<file path="config.mk">
export PLATFORM = sky130hd
export DESIGN_NAME = eeseq_top
export DESIGN_NICKNAME = d
export VERILOG_FILES = /design/src/rtl/eeseq_pkg.sv /design/src/rtl/eeseq_req.sv /design/src/rtl/eeseq_step.sv /design/src/rtl/eeseq_cmd.sv /design/src/rtl/eeseq_top.sv
export SDC_FILE = /design/constraint.sdc
export NUM_CORES = 1
export LEC_CHECK = 0
export ABC_AREA = 0
export BUFFER_PORTS_ARGS = -buffer_cell sky130_fd_sc_hd__buf_2
export CORE_MARGIN = 5
export CORE_UTILIZATION = 47
export CTS_CLUSTER_SIZE = 30
export DETAILED_ROUTE_END_ITERATION = 16
export PLACE_DENSITY = 0.86
export SLEW_MARGIN = 10
export SYNTH_ARGS = -nofsm -noshare
export SYNTH_HDL_FRONTEND = slang
export SYNTH_SLANG_ARGS = --single-unit
</file>
<file path="constraint.sdc">
create_clock -name clk_i -period 1.4 [get_ports clk_i]
set_input_delay 0.42 -clock clk_i [delete_from_list [all_inputs] [get_ports clk_i]]
set_output_delay 0.42 -clock clk_i [all_outputs]
set_load 0.01 [all_outputs]
</file>
<file path="src/rtl/eeseq_pkg.sv">
package eeseq_pkg;
  parameter int unsigned BYTE_W = 8;

  typedef enum logic [3:0] {
    EV_BUS_ERR   = 4'd0,
    EV_START     = 4'd1,
    EV_RSTART    = 4'd2,
    EV_WADR_ACK  = 4'd3,
    EV_WADR_NACK = 4'd4,
    EV_WDAT_ACK  = 4'd5,
    EV_WDAT_NACK = 4'd6,
    EV_RADR_ACK  = 4'd7,
    EV_RADR_NACK = 4'd8,
    EV_RDAT_ACK  = 4'd9,
    EV_RDAT_NACK = 4'd10
  } ev_e;

  // last byte placed on the bus in the address/data phase
  typedef enum logic [1:0] {PH_HI, PH_LO, PH_DATA} phase_e;

  typedef struct packed {
    logic              start;
    logic              stop;
    logic              ack;
    logic              load;
    logic [BYTE_W-1:0] tx;
    logic              finish;
    logic              err;
    logic              capture;
  } act_t;
endpackage

</file>
<file path="src/rtl/eeseq_req.sv">
module eeseq_req
  import eeseq_pkg::*;
#(
  parameter int unsigned DEV_W  = BYTE_W - 1,
  parameter int unsigned ADDR_W = 2 * BYTE_W
) (
  input  logic              clk_i,
  input  logic              rst_ni,
  input  logic              req_i,
  input  logic              accept_i,
  input  logic              finish_i,
  input  logic              rnw_i,
  input  logic [DEV_W-1:0]  dev_i,
  input  logic [ADDR_W-1:0] addr_i,
  input  logic [BYTE_W-1:0] wdata_i,
  output logic              busy_o,
  output logic              rnw_o,
  output logic [DEV_W-1:0]  dev_o,
  output logic [ADDR_W-1:0] addr_o,
  output logic [BYTE_W-1:0] wdata_o
);
  always_ff @(posedge clk_i or negedge rst_ni) begin
    if (!rst_ni) begin
      busy_o  <= 1'b0;
      rnw_o   <= 1'b0;
      dev_o   <= '0;
      addr_o  <= '0;
      wdata_o <= '0;
    end else if (accept_i) begin
      busy_o  <= 1'b1;
      rnw_o   <= rnw_i;
      dev_o   <= dev_i;
      addr_o  <= addr_i;
      wdata_o <= wdata_i;
    end else if (finish_i) begin
      busy_o  <= 1'b0;
    end
  end

  AST_BUSY_ON_ACCEPT: assert property (@(posedge clk_i) disable iff (!rst_ni)
    $rose(busy_o) |-> $past(req_i));
  AST_FIELDS_HELD: assert property (@(posedge clk_i) disable iff (!rst_ni)
    (busy_o && $past(busy_o)) |-> ($stable(addr_o) && $stable(dev_o) && $stable(wdata_o)));
endmodule

</file>
<file path="src/rtl/eeseq_step.sv">
module eeseq_step
  import eeseq_pkg::*;
#(
  parameter int unsigned DEV_W  = BYTE_W - 1,
  parameter int unsigned ADDR_W = 2 * BYTE_W
) (
  input  logic              clk_i,
  input  logic              rst_ni,
  input  logic              fire_i,
  input  ev_e               ev_i,
  input  logic              rnw_i,
  input  logic [DEV_W-1:0]  dev_i,
  input  logic [ADDR_W-1:0] addr_i,
  input  logic [BYTE_W-1:0] wdata_i,
  output act_t              act_o
);
  phase_e ph_q, ph_d;
  logic   ph_we;

  always_comb begin
    act_o     = '0;
    act_o.ack = 1'b1;
    ph_d      = ph_q;
    ph_we     = 1'b0;
    unique case (ev_i)
      EV_START: begin
        act_o.load = 1'b1;
        act_o.tx   = {dev_i, 1'b0};  // memory address always written first
      end
      EV_RSTART: begin
        act_o.load = 1'b1;
        act_o.tx   = {dev_i, 1'b1};
      end
      EV_WADR_ACK: begin
        act_o.load = 1'b1;
        act_o.tx   = addr_i[ADDR_W-1 -: BYTE_W];
        ph_d       = PH_HI;
        ph_we      = 1'b1;
      end
      EV_WDAT_ACK: begin
        unique case (ph_q)
          PH_HI: begin
            act_o.load = 1'b1;
            act_o.tx   = addr_i[BYTE_W-1:0];
            ph_d       = PH_LO;
            ph_we      = 1'b1;
          end
          PH_LO: begin
            if (rnw_i) begin
              act_o.start = 1'b1;
            end else begin
              act_o.load = 1'b1;
              act_o.tx   = wdata_i;
              ph_d       = PH_DATA;
              ph_we      = 1'b1;
            end
          end
          default: begin
            act_o.stop   = 1'b1;
            act_o.finish = 1'b1;
          end
        endcase
      end
      EV_WADR_NACK, EV_WDAT_NACK, EV_RADR_NACK: begin
        act_o.stop  = 1'b1;
        act_o.start = 1'b1;
      end
      EV_RADR_ACK: act_o.ack = 1'b0;  // single byte: NACK it
      EV_RDAT_ACK, EV_RDAT_NACK: begin
        act_o.capture = 1'b1;
        act_o.stop    = 1'b1;
        act_o.finish  = 1'b1;
      end
      default: begin
        act_o.stop   = 1'b1;
        act_o.finish = 1'b1;
        act_o.err    = 1'b1;
      end
    endcase
  end

  always_ff @(posedge clk_i or negedge rst_ni) begin
    if (!rst_ni)               ph_q <= PH_HI;
    else if (fire_i && ph_we)  ph_q <= ph_d;
  end
endmodule

</file>
<file path="src/rtl/eeseq_cmd.sv">
module eeseq_cmd
  import eeseq_pkg::*;
(
  input  logic              clk_i,
  input  logic              rst_ni,
  input  logic              accept_i,
  input  logic              fire_i,
  input  act_t              act_i,
  input  logic [BYTE_W-1:0] rx_byte_i,
  output logic              cmd_valid_o,
  output logic              cmd_start_o,
  output logic              cmd_stop_o,
  output logic              cmd_ack_o,
  output logic [BYTE_W-1:0] tx_byte_o,
  output logic [BYTE_W-1:0] rd_data_o,
  output logic              done_o,
  output logic              err_o
);
  always_ff @(posedge clk_i or negedge rst_ni) begin
    if (!rst_ni) begin
      cmd_valid_o <= 1'b0;
      cmd_start_o <= 1'b0;
      cmd_stop_o  <= 1'b0;
      cmd_ack_o   <= 1'b1;
      tx_byte_o   <= '0;
      rd_data_o   <= '0;
      done_o      <= 1'b0;
      err_o       <= 1'b0;
    end else begin
      cmd_valid_o <= 1'b0;
      cmd_start_o <= 1'b0;
      cmd_stop_o  <= 1'b0;
      done_o      <= 1'b0;
      if (accept_i) begin
        cmd_valid_o <= 1'b1;
        cmd_start_o <= 1'b1;
        cmd_ack_o   <= 1'b1;
        err_o       <= 1'b0;
      end else if (fire_i) begin
        cmd_valid_o <= 1'b1;
        cmd_start_o <= act_i.start;
        cmd_stop_o  <= act_i.stop;
        cmd_ack_o   <= act_i.ack;
        done_o      <= act_i.finish;
        if (act_i.load)    tx_byte_o <= act_i.tx;
        if (act_i.capture) rd_data_o <= rx_byte_i;
        if (act_i.err)     err_o     <= 1'b1;
      end
    end
  end

  AST_ERR_ENDS: assert property (@(posedge clk_i) disable iff (!rst_ni)
    $rose(err_o) |-> (cmd_stop_o && done_o && !cmd_start_o));
endmodule

</file>
<file path="src/rtl/eeseq_top.sv">
module eeseq_top
  import eeseq_pkg::*;
#(
  parameter int unsigned DEV_W  = BYTE_W - 1,
  parameter int unsigned ADDR_W = 2 * BYTE_W,
  parameter int unsigned STAT_W = 4
) (
  input  logic              clk_i,
  input  logic              rst_ni,
  input  logic              req_i,
  input  logic              rnw_i,
  input  logic [DEV_W-1:0]  dev_i,
  input  logic [ADDR_W-1:0] mem_addr_i,
  input  logic [BYTE_W-1:0] wdata_i,
  output logic              busy_o,
  output logic              done_o,
  output logic              err_o,
  output logic [BYTE_W-1:0] rd_data_o,
  input  logic              stat_valid_i,
  input  logic [STAT_W-1:0] stat_i,
  input  logic [BYTE_W-1:0] rx_byte_i,
  output logic              cmd_valid_o,
  output logic              cmd_start_o,
  output logic              cmd_stop_o,
  output logic              cmd_ack_o,
  output logic [BYTE_W-1:0] tx_byte_o
);
  logic              accept, fire, rnw_q;
  logic [DEV_W-1:0]  dev_q;
  logic [ADDR_W-1:0] addr_q;
  logic [BYTE_W-1:0] wdata_q;
  act_t              act;

  assign accept = req_i && !busy_o;
  assign fire   = stat_valid_i && busy_o;

  eeseq_req #(.DEV_W(DEV_W), .ADDR_W(ADDR_W)) u_req (
    .clk_i, .rst_ni, .req_i, .accept_i(accept), .finish_i(fire && act.finish),
    .rnw_i, .dev_i, .addr_i(mem_addr_i), .wdata_i,
    .busy_o, .rnw_o(rnw_q), .dev_o(dev_q), .addr_o(addr_q), .wdata_o(wdata_q)
  );

  eeseq_step #(.DEV_W(DEV_W), .ADDR_W(ADDR_W)) u_step (
    .clk_i, .rst_ni, .fire_i(fire), .ev_i(ev_e'(stat_i)),
    .rnw_i(rnw_q), .dev_i(dev_q), .addr_i(addr_q), .wdata_i(wdata_q), .act_o(act)
  );

  eeseq_cmd u_cmd (
    .clk_i, .rst_ni, .accept_i(accept), .fire_i(fire), .act_i(act), .rx_byte_i,
    .cmd_valid_o, .cmd_start_o, .cmd_stop_o, .cmd_ack_o, .tx_byte_o,
    .rd_data_o, .done_o, .err_o
  );

  AST_IDLE_SILENT: assert property (@(posedge clk_i) disable iff (!rst_ni)
    cmd_valid_o |-> ($past(busy_o) || $past(req_i)));
  AST_FIRST_ADDR_WRITE: assert property (@(posedge clk_i) disable iff (!rst_ni)
    (cmd_valid_o && $past(stat_valid_i && busy_o && stat_i == STAT_W'(EV_START)))
      |-> !tx_byte_o[0]);
  AST_DONE_FREE: assert property (@(posedge clk_i) disable iff (!rst_ni)
    done_o |-> (!busy_o && cmd_stop_o));
endmodule

</file>
Word level (Yosys, flattened, before mapping)
Index checks and enable logic that the tools add are counted.
{"block": "op_classes", "n_reduce_logical": 19, "addsub": 0, "n_bitwise": 1, "div": 0, "order_cmp": 0, "mux": 32, "eq_ne": 14, "n_mul": 0, "shifts": 0}
{"operator": "$pmux 9 s4", "count": 1}
{"operator": "$mux 1", "count": 21}
{"operator": "$pmux 9 s2", "count": 1}
{"operator": "$eq 4x3->1 const B", "count": 4}
{"operator": "$eq 4x4->1 const B", "count": 3}
{"operator": "$pmux 1 s2", "count": 5}
{"operator": "$reduce_or 10->1", "count": 1}
{"operator": "$mux 9", "count": 1}
{"operator": "$eq 4x2->1 const B", "count": 2}
{"operator": "$pmux 2 s2", "count": 2}
{"operator": "$reduce_or 7->1", "count": 1}
{"operator": "$ne 3x3->1 const B", "count": 2}
{"operator": "$reduce_and 3->1", "count": 2}
{"operator": "$reduce_bool 2->1", "count": 3}
{"operator": "$eq 4x1->1 const B", "count": 1}
{"operator": "$logic_and 1x1->1", "count": 4}
{"operator": "$reduce_and 4->1", "count": 1}
{"operator": "$reduce_or 2->1", "count": 2}
{"operator": "$reduce_or 4->1", "count": 1}
{"operator": "$reduce_or 3->1", "count": 1}
{"operator": "$eq 2x1->1 const B", "count": 1}
{"operator": "$logic_not 2->1", "count": 1}
{"operator": "$mux 2", "count": 1}
{"operator": "$ne 2x1->1 const B", "count": 1}
{"operator": "other kinds (3)", "count": 3}
{"block": "word_totals", "ff_bits": 57, "mem_bits_rw": 0, "mem_bits_ro": 0, "n_memories": 0, "input_bits": 48, "output_inout_bits": 23, "latch_bits": 0, "word_cells": 80}

Longest topological paths before layout
{"block": "logic_depth", "word_depth": 7, "depth_mapped": 6, "mapped_depth_nobuf": 4}

Cells and area by module
Synthesis repeated with hierarchy kept, for this count alone.
{"block": "unflattened", "cells_unflattened": 197, "hier_area_um2": 2815.2}
{"mod": "eeseq_req", "cells_each": 71, "area_each_um2": 1377.6, "instances": 1, "seq_area_each_um2": 825.8}
{"mod": "eeseq_cmd", "cells_each": 49, "area_each_um2": 898.4, "instances": 1, "seq_area_each_um2": 551.8}
{"mod": "eeseq_step", "cells_each": 74, "area_each_um2": 519.2, "instances": 1, "seq_area_each_um2": 50.0}
{"mod": "eeseq_top", "cells_each": 3, "area_each_um2": 20.0, "instances": 1, "seq_area_each_um2": 0.0}

Least setup slack after synthesis
OpenSTA, ideal clock, no wires.
{"block": "synth_path", "kind": "input port to flip-flop", "startpoint": "input port stat_i[2]", "endpoint": "register u_cmd.tx_byte_o[0]", "n_path_buf": 1, "setup_time_ps": 127, "arrival_time_ps": 1456, "slack_ps": -183, "required_time_ps": 1273, "path_stages": 5, "cell_sequence": "buf_4 > nand3b_1 > a2111oi_2 > o21ai_2 > mux2_1"}
{"block": "synth_between", "elab_chain_cells": 3, "word_cells_on_any_way": 6, "classes_between": "eq/ne: 4; mux: 1; reduce/logical: 1"}
{"item": "start: declaration", "line_no": "eeseq_top.sv:20", "text": "input logic [STAT_W-1:0] stat_i,"}
{"item": "$eq 4x3->1, or another cell as far along", "line_no": "eeseq_step.sv:25", "text": "unique case (ev_i)"}
{"item": "$pmux 9 s4 (*)", "line_no": "eeseq_step.sv:25"}
{"item": "$reduce_and 3->1 (no source line)"}
{"item": "end signal: assignment", "line_no": "eeseq_cmd.sv:45", "text": "if (act_i.load) tx_byte_o <= act_i.tx;"}
{"item": "end: declaration", "line_no": "eeseq_cmd.sv:14", "text": "output logic [BYTE_W-1:0] tx_byte_o,"}
Every way passes the cells marked *; elsewhere a longest branch is shown, timed or not.
A chain may end at the register's enable or synchronous reset.

Worst setup path in the final report
{"block": "layout_path", "startpoint": "register u_step.ph_q[0]", "endpoint": "register u_cmd.tx_byte_o[4]"}
{"block": "layout_between", "elab_chain_cells": 4, "word_cells_on_any_way": 5, "classes_between": "eq/ne: 1; mux: 2; reduce/logical: 2"}
{"item": "start: declaration", "line_no": "eeseq_step.sv:17", "text": "phase_e ph_q, ph_d;"}
{"item": "start signal: assignment", "line_no": "eeseq_step.sv:84", "text": "else if (fire_i && ph_we) ph_q <= ph_d;"}
{"item": "$eq 2x1->1 or $logic_not 2->1 (tied branches)", "line_no": "eeseq_step.sv:41", "text": "unique case (ph_q)"}
{"item": "$pmux 9 s2 (*)", "line_no": "eeseq_step.sv:41"}
{"item": "$pmux 9 s4 (*)", "line_no": "eeseq_step.sv:25"}
{"item": "$reduce_and 3->1 (no source line)"}
Marked as above.

==> out/qor.yml <==
outcome: "complete, but fails checks"
violations: "setup timing"
cts_made_buffers: 9
die_h_um: 85.3
fin_ws_ps: -21.8
synth_top_area_share_pct: 52.5
synthToLayoutAreaGrowth_pct: 37.8
dr_wl_met3_um: 458
cp.arrival_ps: 1640
peakVddDrop_mv: 0.762
clock_path_buffers: 2
synth-seq-area-share_pct: 53.5
port_buffers: 70
grt-ovfl-total: 0
start_kind: "flip-flop"
wl_per_cell_um: 15.3
hold_viol_final: 0
mostFrequentLayoutCells: "97 x nand2_1, 69 x buf_2, 55 x dfrtp_1, 21 x buf_4, 12 x a21oi_1"
power_frac_clock_pct: 26.3
cts-root-buf: "clkbuf_8"
rrSetupSlack_ps: -20
insertion_delay_ps: 340
fmax_mhz: 703
grt_pass1_vias: 2396
grt_pass1_wl_um: 11400
topRoutingLayerUsed: "met4"
dpl.hpwl_um: 5060
final_common_cell: "nand2_1"
die_w_um: 85.3
synth.area.top_cells: "dfrtp_1 53%, nand2_1 14%, mux2_2 6.3%"
drtIter0Drc: 122
multi_input_area_mm2: 0.00127
dr.pass1.iters: 4
slew_violations: 0
synth_area_mm2: 0.00267
yosys_warnings: 0
fin_skew_ps: 11.5
cts_htree_levels: 3
clk_pin_slew_ps: 60
timing.final.crit_share_pct: 102
nets: 423
antenna_cells: 0
hold_path_class: "input port to flip-flop"
synth_top_area_cell: "dfrtp_1"
rsz0062_at_grt: "true"
synthesis.nets: 328
finalWirelength_um: 6920
p_leak_nw: 1.94
worst_pin_slew_ps: 322
gp_congestion: 0.855
start_util_pct: 48.4
rows: 27
slew_headroom_pct: 78.4
drcViolationCount: 0
swShare_pct: 32.0
period_needed_ps: 1420
dr_total_vias: 2348
maxCapViolCount: 0
path_class: "flip-flop to flip-flop"
syn_inst: 280
cp.required_ps: 1620
setup_violations: 9
yosysUniqueCellTypes: 34
finalInstanceArea_mm2: 0.00368
power_switching_mw: 1.68
place_area_mm2: 0.00333
cts_tree: "yes"
pwr-share-seq_pct: 45.3
met1_length_um: 2810
dieArea_mm2: 0.00728
fillers: 451
power.density_mw_per_mm2: 1430
antenna_found_initial: 0
p_comb_share_pct: 28.5
wl_met2_um: 3530
grtUsageTotal_pct: 19.9
coreArea_mm2: 0.00551
endpoint_kind: "flip-flop"
critPathMaxFanout: 8
hold_ws_ps: 265
syn_avg_cell_area_um2: 9.53
ios: 71
ant_nets: 0
ff_latch_area_mm2: 0.00143
cts_sinks: 57
grt_max_degree: 34
vias_per_cell: 5.19
p_int_mw: 3.56
drive_gt1_share_pct: 39.7
ys_ff_latch: 57
==> path summary, 6_finish.rpt <==
kind | start | to | depth (start not counted)
worst max-delay path | u_step.ph_q[0] | u_cmd.tx_byte_o[4] | 5
worst max register to register | u_step.ph_q[0] | u_cmd.tx_byte_o[4] | 5
max in group asynchronous | rst_ni | u_cmd.rd_data_o[7] | 3
min in group asynchronous | rst_ni | u_req.rnw_o | 2
worst min register to register | u_req.addr_o[11] | u_req.addr_o[11] | 2
worst min-delay path | mem_addr_i[2] | u_req.addr_o[2] | 3
==> stage by stage <==
step	setup WS (ps)	util (%)	total power [mW]	setup TNS, ps	std cells
6_report	-21.8	66.8	5.24	-156	452
5_1_grt	-83.0	66.8	5.54	-842	452
4_1_cts	-28.7	65.9	5.22	-80.4	450
3_5_place_dp	-339	60.5	3.70	-5150	430
3_3_place_gp	-254	60.5	3.61	-4190	430
2_1_floorplan	-111	-	3.08	-1700	280
==> critical path: stages, from the launching register on <==
cell,delay [ps]
dfrtp_2,420
buf_6,150
clkinvlp_4,200
a21oi_2,190
o21ai_1,70
mux2_2,260
==> synth_stat cells <==
master,n
buf_4,3
o21ai_2,1
nor2_1,6
a31oi_1,1
dfstp_2,1
a22o_1,1
a2bb2oi_1,2
o32a_1,1
or3_1,1
or3b_2,1
and3b_1,8
a211o_1,7
mux2_1,1
or2_0,1
or2_1,1
nor4_4,1
o22ai_1,1
mux2_2,15
nor4b_1,1
nor2b_1,1
nand2_1,98
inv_1,6
mux2i_1,7
dfrtp_1,56
xnor2_1,1
o21ai_0,15
nand2b_1,5
a21oi_1,17
o21ai_1,2
a2111oi_2,1
nand3b_1,1
or4_1,1
buf_2,4
clkbuf_1,11
==> sequential cells by signal, indices dropped and copies added, names as in the netlist <==
register,cells
u_cmd.done_o,1
u_cmd.cmd_start_o,1
u_req.addr_o,16
u_cmd.cmd_ack_o,1
u_req.dev_o,7
u_cmd.rd_data_o,8
u_req.wdata_o,8
u_req.rnw_o,1
u_step.ph_q,2
u_cmd.tx_byte_o,8
u_cmd.cmd_stop_o,1
u_req.busy_o,1
u_cmd.err_o,1
u_cmd.cmd_valid_o,1
==> logic make-up (layout without fill, tap and decap cells) <==
family | count (synthesis) | count (layout) | share of synthesized area [%]
and+or+nand+nor | 126 | 126 | 21.4
DFF | 57 | 57 | 53.5
AOI/OAI and AO/OA | 49 | 49 | 11.4
muxes | 23 | 23 | 9.38
xor gates and xnor gates | 1 | 1 | 0.328
buffers and inverters | 24 | 124 | 3.99
==> layer usage <==
metal / GRT usage, % / vias up
met5: 0 / -
met4: 7.34 / 0
met3: 5.24 / 15
met2: 34.6 / 81
met1: 23.5 / 1122
li1: - / 1130
==> cell type report <==
| cell class | count | area share (%) |
|---|---|---|
| Inverter | 6 | 0.715 |
| Timing Repair Buffer | 102 | 18.8 |
| Tap cell | 72 | 2.45 |
| Clock inverter | 3 | 0.408 |
| Sequential cell | 57 | 38.9 |
| Clock buffer | 13 | 4.32 |
| Multi-Input combinational cell | 199 | 34.5 |
==> power groups by stage <==
stage / Sequential [mW] / Clock [mW] / Combinational (mW)
after floorplan: 2.36 / 0 / 0.718
after global placement: 2.34 / 0 / 1.27
after detailed placement: 2.37 / 0 / 1.33
after CTS: 2.37 / 1.40 / 1.46
after global routing: 2.42 / 1.48 / 1.64
final: 2.37 / 1.38 / 1.49
==> what timing repair did <==
action	CTS	global route
setup endpoints to repair	13	37
endpoints found under the hold margin	7	0
gates cloned	1	0
pin swaps	6	2
hold buffers	1	0
buffers inserted	2	2
resized for setup	23	8
Power figures use the tool's default switching activity.
